File: src/rtl/ep_pkg.sv
package ep_pkg;
   typedef enum logic [1:0] {
      HS_ACK   = 2'b00,
      HS_NAK   = 2'b01,
      HS_STALL = 2'b10
   } hs_t;

   localparam logic [1:0] A_IN_CTRL  = 2'd0;
   localparam logic [1:0] A_OUT_CTRL = 2'd1;
   localparam logic [1:0] A_IN_CNT   = 2'd2;
   localparam logic [1:0] A_OUT_CNT  = 2'd3;

   localparam int B_STALL = 0;
   localparam int B_BUSY  = 1;
   localparam int B_IRQ   = 2;
endpackage

File: src/rtl/ep_slot.sv
module ep_slot #(
   parameter int CNT_W = 7,
   parameter bit IS_IN = 1'b1
) (
   input  logic             clk,
   input  logic             rst_n,
   input  logic             ctrl_we,
   input  logic             w_stall,
   input  logic             w_busy,
   input  logic             w_irq,
   input  logic             cnt_we,
   input  logic [CNT_W-1:0] cnt_wdata,
   input  logic             done,
   input  logic [CNT_W-1:0] done_len,
   output logic             busy,
   output logic             stall,
   output logic             irq,
   output logic [CNT_W-1:0] cnt
);
   logic busy_d, disarm, finish;

   assign finish = done & busy;

   generate
      if (IS_IN) begin : g_in
         assign disarm = ctrl_we & w_busy;
         always_ff @(posedge clk or negedge rst_n) begin
            if (!rst_n)      cnt <= '0;
            else if (cnt_we) cnt <= cnt_wdata;
         end
      end else begin : g_out
         assign disarm = 1'b0;
         always_ff @(posedge clk or negedge rst_n) begin
            if (!rst_n)      cnt <= '0;
            else if (finish) cnt <= done_len;
         end
      end
   endgenerate

   always_comb begin
      busy_d = busy;
      if (finish || disarm) busy_d = 1'b0;
      if (cnt_we)           busy_d = 1'b1;
   end

   always_ff @(posedge clk or negedge rst_n) begin
      if (!rst_n) begin
         busy  <= 1'b0;
         stall <= 1'b0;
         irq   <= 1'b0;
      end else begin
         busy <= busy_d;
         if (ctrl_we) stall <= w_stall;
         if (busy && !busy_d)      irq <= 1'b1;
         else if (ctrl_we && w_irq) irq <= 1'b0;
      end
   end
endmodule

File: src/rtl/hs_decide.sv
module hs_decide
   import ep_pkg::*;
(
   input  logic       clk,
   input  logic       rst_n,
   input  logic       tok_valid,
   input  logic       tok_in,
   input  logic       in_busy,
   input  logic       in_stall,
   input  logic       out_busy,
   input  logic       out_stall,
   output logic       hs_valid,
   output logic [1:0] hs_code
);
   hs_t code_d;
   logic sel_busy, sel_stall;

   assign sel_busy  = tok_in ? in_busy  : out_busy;
   assign sel_stall = tok_in ? in_stall : out_stall;

   always_comb begin
      if (sel_stall)     code_d = HS_STALL;
      else if (sel_busy) code_d = HS_ACK;
      else               code_d = HS_NAK;
   end

   always_ff @(posedge clk or negedge rst_n) begin
      if (!rst_n) begin
         hs_valid <= 1'b0;
         hs_code  <= HS_ACK;
      end else begin
         hs_valid <= tok_valid;
         if (tok_valid) hs_code <= code_d;
      end
   end
endmodule

File: src/rtl/bulk_ep_pair_ctrl.sv
module bulk_ep_pair_ctrl
   import ep_pkg::*;
#(
   parameter int DATA_W = 8,
   parameter int CNT_W  = 7
) (
   input  logic              clk,
   input  logic              rst_n,
   input  logic              cpu_we,
   input  logic [1:0]        cpu_addr,
   input  logic [DATA_W-1:0] cpu_wdata,
   output logic [DATA_W-1:0] cpu_rdata,
   input  logic              tok_valid,
   input  logic              tok_in,
   input  logic              done_valid,
   input  logic              done_in,
   input  logic [CNT_W-1:0]  done_len,
   output logic              hs_valid,
   output logic [1:0]        hs_code,
   output logic [CNT_W-1:0]  in_len,
   output logic              irq_in,
   output logic              irq_out,
   input  logic [7:0]        gs_ep,
   output logic              gs_stall
);
   localparam int PAD_W = DATA_W - CNT_W;

   generate
      if (DATA_W < 3)       begin : g_bad_data $error("DATA_W must hold three control bits"); end
      if (CNT_W < 1)        begin : g_bad_cnt  $error("CNT_W must be at least 1"); end
      if (CNT_W > DATA_W)   begin : g_bad_fit  $error("CNT_W must not exceed DATA_W"); end
   endgenerate

   logic in_busy, in_stall, out_busy, out_stall;
   logic [CNT_W-1:0] out_cnt;
   logic we_in_ctrl, we_out_ctrl, we_in_cnt, we_out_cnt;

   assign we_in_ctrl  = cpu_we && cpu_addr == A_IN_CTRL;
   assign we_out_ctrl = cpu_we && cpu_addr == A_OUT_CTRL;
   assign we_in_cnt   = cpu_we && cpu_addr == A_IN_CNT;
   assign we_out_cnt  = cpu_we && cpu_addr == A_OUT_CNT;

   ep_slot #(.CNT_W(CNT_W), .IS_IN(1'b1)) u_in (
      .clk(clk), .rst_n(rst_n),
      .ctrl_we(we_in_ctrl), .w_stall(cpu_wdata[B_STALL]),
      .w_busy(cpu_wdata[B_BUSY]), .w_irq(cpu_wdata[B_IRQ]),
      .cnt_we(we_in_cnt), .cnt_wdata(cpu_wdata[CNT_W-1:0]),
      .done(done_valid && done_in), .done_len(done_len),
      .busy(in_busy), .stall(in_stall), .irq(irq_in), .cnt(in_len)
   );

   ep_slot #(.CNT_W(CNT_W), .IS_IN(1'b0)) u_out (
      .clk(clk), .rst_n(rst_n),
      .ctrl_we(we_out_ctrl), .w_stall(cpu_wdata[B_STALL]),
      .w_busy(cpu_wdata[B_BUSY]), .w_irq(cpu_wdata[B_IRQ]),
      .cnt_we(we_out_cnt), .cnt_wdata(cpu_wdata[CNT_W-1:0]),
      .done(done_valid && !done_in), .done_len(done_len),
      .busy(out_busy), .stall(out_stall), .irq(irq_out), .cnt(out_cnt)
   );

   hs_decide u_hs (
      .clk(clk), .rst_n(rst_n),
      .tok_valid(tok_valid), .tok_in(tok_in),
      .in_busy(in_busy), .in_stall(in_stall),
      .out_busy(out_busy), .out_stall(out_stall),
      .hs_valid(hs_valid), .hs_code(hs_code)
   );

   assign gs_stall = gs_ep[7] ? in_stall : out_stall;

   logic [DATA_W-1:0] in_cnt_ext, out_cnt_ext;
   generate
      if (PAD_W > 0) begin : g_pad
         assign in_cnt_ext  = {{PAD_W{1'b0}}, in_len};
         assign out_cnt_ext = {{PAD_W{1'b0}}, out_cnt};
      end else begin : g_nopad
         assign in_cnt_ext  = in_len;
         assign out_cnt_ext = out_cnt;
      end
   endgenerate

   always_comb begin
      cpu_rdata = '0;
      case (cpu_addr)
         A_IN_CTRL: begin
            cpu_rdata[B_STALL] = in_stall;
            cpu_rdata[B_BUSY]  = in_busy;
            cpu_rdata[B_IRQ]   = irq_in;
         end
         A_OUT_CTRL: begin
            cpu_rdata[B_STALL] = out_stall;
            cpu_rdata[B_BUSY]  = out_busy;
            cpu_rdata[B_IRQ]   = irq_out;
         end
         A_IN_CNT: cpu_rdata = in_cnt_ext;
         default:  cpu_rdata = out_cnt_ext;
      endcase
   end
endmodule

File: config.mk
export PLATFORM = sky130hd
export DESIGN_NAME = bulk_ep_pair_ctrl
export DESIGN_NICKNAME = d
export VERILOG_FILES = /design/src/rtl/ep_pkg.sv /design/src/rtl/ep_slot.sv /design/src/rtl/hs_decide.sv /design/src/rtl/bulk_ep_pair_ctrl.sv
export SDC_FILE = /design/constraint.sdc
export NUM_CORES = 1
export LEC_CHECK = 0
export BUFFER_PORTS_ARGS = -buffer_cell sky130_fd_sc_hd__buf_2
export CORE_ASPECT_RATIO = 0.7
export CORE_MARGIN = 10
export CORE_UTILIZATION = 40
export DETAILED_ROUTE_END_ITERATION = 6
export GPL_ROUTABILITY_DRIVEN = 1
export PLACE_DENSITY = 0.69
export REMOVE_ABC_BUFFERS = 1
export SYNTH_ARGS = -nofsm -noshare
export SYNTH_HDL_FRONTEND = slang
export SYNTH_HIERARCHICAL = 1
export SYNTH_SLANG_ARGS = --single-unit
export TNS_END_PERCENT = 5
File: constraint.sdc
create_clock -name clk -period 1.6 [get_ports clk]
set_input_delay 0.08 -clock clk [delete_from_list [all_inputs] [get_ports clk]]
set_output_delay 0.08 -clock clk [all_outputs]
set_load 0.01 [all_outputs]
==> impl_metrics.ini <==
[outcome]
run_status = complete, no violations

[detailed_routing]
drt_drc_violations_left = 0
detail_route.vias_per_cell = 4.994
vias = 804
avgRoutedWirePerCell_microns = 17.42
drt.antenna.violating_nets = 0
detailed_routing_iterations_pass_1 = 4
route.final.wire_length_mm = 2.804
first_iter_violations = 28

[run]
maxCapViolCount = 0

[layout]
postLayoutCellArea_sq_um = 1420
antenna_cells_inserted = 0
area_growth_syn_to_layout_pct = 25.97
layout_common_cells = sky130_fd_sc_hd__buf_2, sky130_fd_sc_hd__dfrtp_1, sky130_fd_sc_hd__mux2_2
fillerInstances = 252
mostFrequentLayoutCell = sky130_fd_sc_hd__buf_2
final_net_count = 158
final_layout_size_suffix_gt1_share_pct = 56.00

[setup_path]
worstPathArrival_ns = 1.36
worst-path-buf-inv = 1
critPathTopFamily = multiplexers
r2r_start = u_out/busy
cp_cell_sequence = mux4_1, buf_2
cp-start-kind = register
path_max_fanout = 5
timing.critical_path.slowest_stage_cell = sky130_fd_sc_hd__mux4_1
worst_ep_required_time_ns = 1.52
worst_setup_ep_type = output pin
timing.setup.critical_path_class = register to output pin
critPathLaunch = u_out/stall
longest_individual_stage_delay_on_the_worst_path_ns = 0.51

[die]
floorplan.die.height_microns = 64.42
die-area_sq_um = 5375
initial_core_utilization_pct = 41.10
width_of_the_chip_microns = 83.45
design.portCount = 53
core.rowCount = 16
fp.coreArea_sq_um = 2743

[timing]
report.final.slew_viol_count = 0
tightest_slew_ns = 0.5077
fin_crit_ns = 1.441
hold_violations = 0
fmax_mhz = 694.2
period_share_pct = 90.04
fin_tns_setup_ns = 0
clock_skew_ns = 0.006664
relSlewSlack_pct = 66.15
timing.final.setup_violations = 0
unrepaired_setup_endpoints_after_global_routing = false

[placed_design]
finalWeightedCongestion = 0.7248
postPlaceCellArea_sq_um = 1354
numPortBuffers = 43

[synthesis]
yosysWarningCount = 6
synth_cell_types = 28
synthTopCellsByArea = sky130_fd_sc_hd__dfrtp_1, sky130_fd_sc_hd__mux2_2, sky130_fd_sc_hd__mux2_4
synth.cell_area_sq_um = 1127
syn_area_per_cell_sq_um = 14.09
synth_cells = 80
synth_sequential_area_ratio_pct = 51.05
synth-seq-cells = 23
fraction_of_post_synthesis_cell_area_in_the_top_cell_type_by_area_pct = 51.05
synth_largest_area_cell = sky130_fd_sc_hd__dfrtp_1

[power]
report.power.total_mw = 1.608
power_density_nw_per_um2 = 1132
leakagePower_nw = 0.7141
peakVddDrop_v = 0.0005261

[clock_tree]
tritoncts = yes
worst_skew_pair.late_latency_ns = 0.27
worst_setup_hold_path_clk_slew_ns = 0.08
numCtsBuffers = 3
clk_buf_depth = 2
cts_repair_resize_count = 0
postCtsSetupBuffers = 0
cts_num_sinks = 23
cts-root-buf = sky130_fd_sc_hd__clkbuf_8
cts_hold_buffers = 2
h_tree_depth_reported_by_cts = 1

[global_routing]
grt_start_max_net_pins = 24
grt_first_pass_wirelength_mm = 4.395
grt_util_all_layers_pct = 10.08
first_global_vias = 853
sum_of_overflow_across_all_layers_after_global_routing = 0
number_of_antenna_violations_at_the_first_check_in_global_routing = 0

[hold_path]
hold_class = primary input to register
min-delay-start = done_len[0]
==> worst reg2reg max path: cells and delay by family, from the launching register on <==
kind / cells / cell delay, ns
and+or+nand+nor: 1 / 0.21
muxes: 1 / 0.37
DFF: 1 / 0.43
==> worst paths after layout <==
path	to	slack, ns	depth (start not counted)
worst min register to register	u_out/cnt[3]	0.51	1
worst max-delay path	cpu_rdata[0]	0.16	2
worst min-delay path	u_out/cnt[0]	0.04	2
min in group asynchronous	u_in/cnt[0]	0.31	2
worst max register to register	u_out/cnt[2]	0.48	2
max in group asynchronous	u_in/cnt[6]	0.95	2
==> kinds of logic (layout without fill, tap and decap cells) <==
kind of cell,count (synthesis),in the layout,synth area share (%)
compound gates,7,7,4.662
buf+inv,5,50,3.329
flops,23,23,51.05
mux,25,25,30.08
other cells,1,1,0.3326
simple gates,19,19,10.55
==> Yosys cell counts, drive strengths merged <==
cell type,number
nor3b,1
and4bb,1
nor2,2
a211o,1
nand2,4
buf,3
a21o,2
nor3,1
and2,1
nor2b,5
nand2b,1
mux4,3
mux2i,5
and2b,1
o2bb2ai,2
mux2,17
and3b,1
clkbuf,1
dfrtp,23
conb,1
and3,1
a21oi,2
inv,1
==> report_power, final <==
part	switching, mW	internal [mW]	total, mW
clock network	0.182	0.174	0.355
logic	0.194	0.261	0.455
registers	0.0899	0.707	0.797
total	0.466	1.14	1.61
==> sequential cells by signal (all words and copies together), names as in the netlist <==
name,count
u_in/cnt,7
u_out/cnt,7
u_hs/hs_code,2
u_hs/hs_valid,1
u_in/busy,1
u_in/irq,1
u_in/stall,1
u_out/busy,1
u_out/irq,1
u_out/stall,1
==> layout make-up <==
type                    instances  area (sq um)  area share [%]
flip-flops and latches         23         575.6           40.53
multi-input cells              52         514.2           36.21
repair buffers                 45         235.2           16.56
well taps                      36         45.04           3.172
clock buffers                   3         41.29           2.907
clock inverters                 1         5.005          0.3524
inverters                       1         3.754          0.2643
==> through the flow <==
step,util (%),setup WS (ns),instances,hold slack [ns]
floorplan,-,0.5720,76,-0.2156
global placement,49.36,0.3872,155,0.07406
detailed placement,49.36,0.3828,155,0.08604
CTS,51.78,0.1510,161,0.03514
global route,51.78,0.1234,161,0.03729
finish,51.78,0.1594,161,0.04012
==> per-layer routing <==
layer	GRT usage, %	share of wire [%]
met1	12.53	45
met2	15.48	48
met3	3.870	7.0
met4	4.167	0.82
met5	0	0
Power figures use the tool's default switching activity.
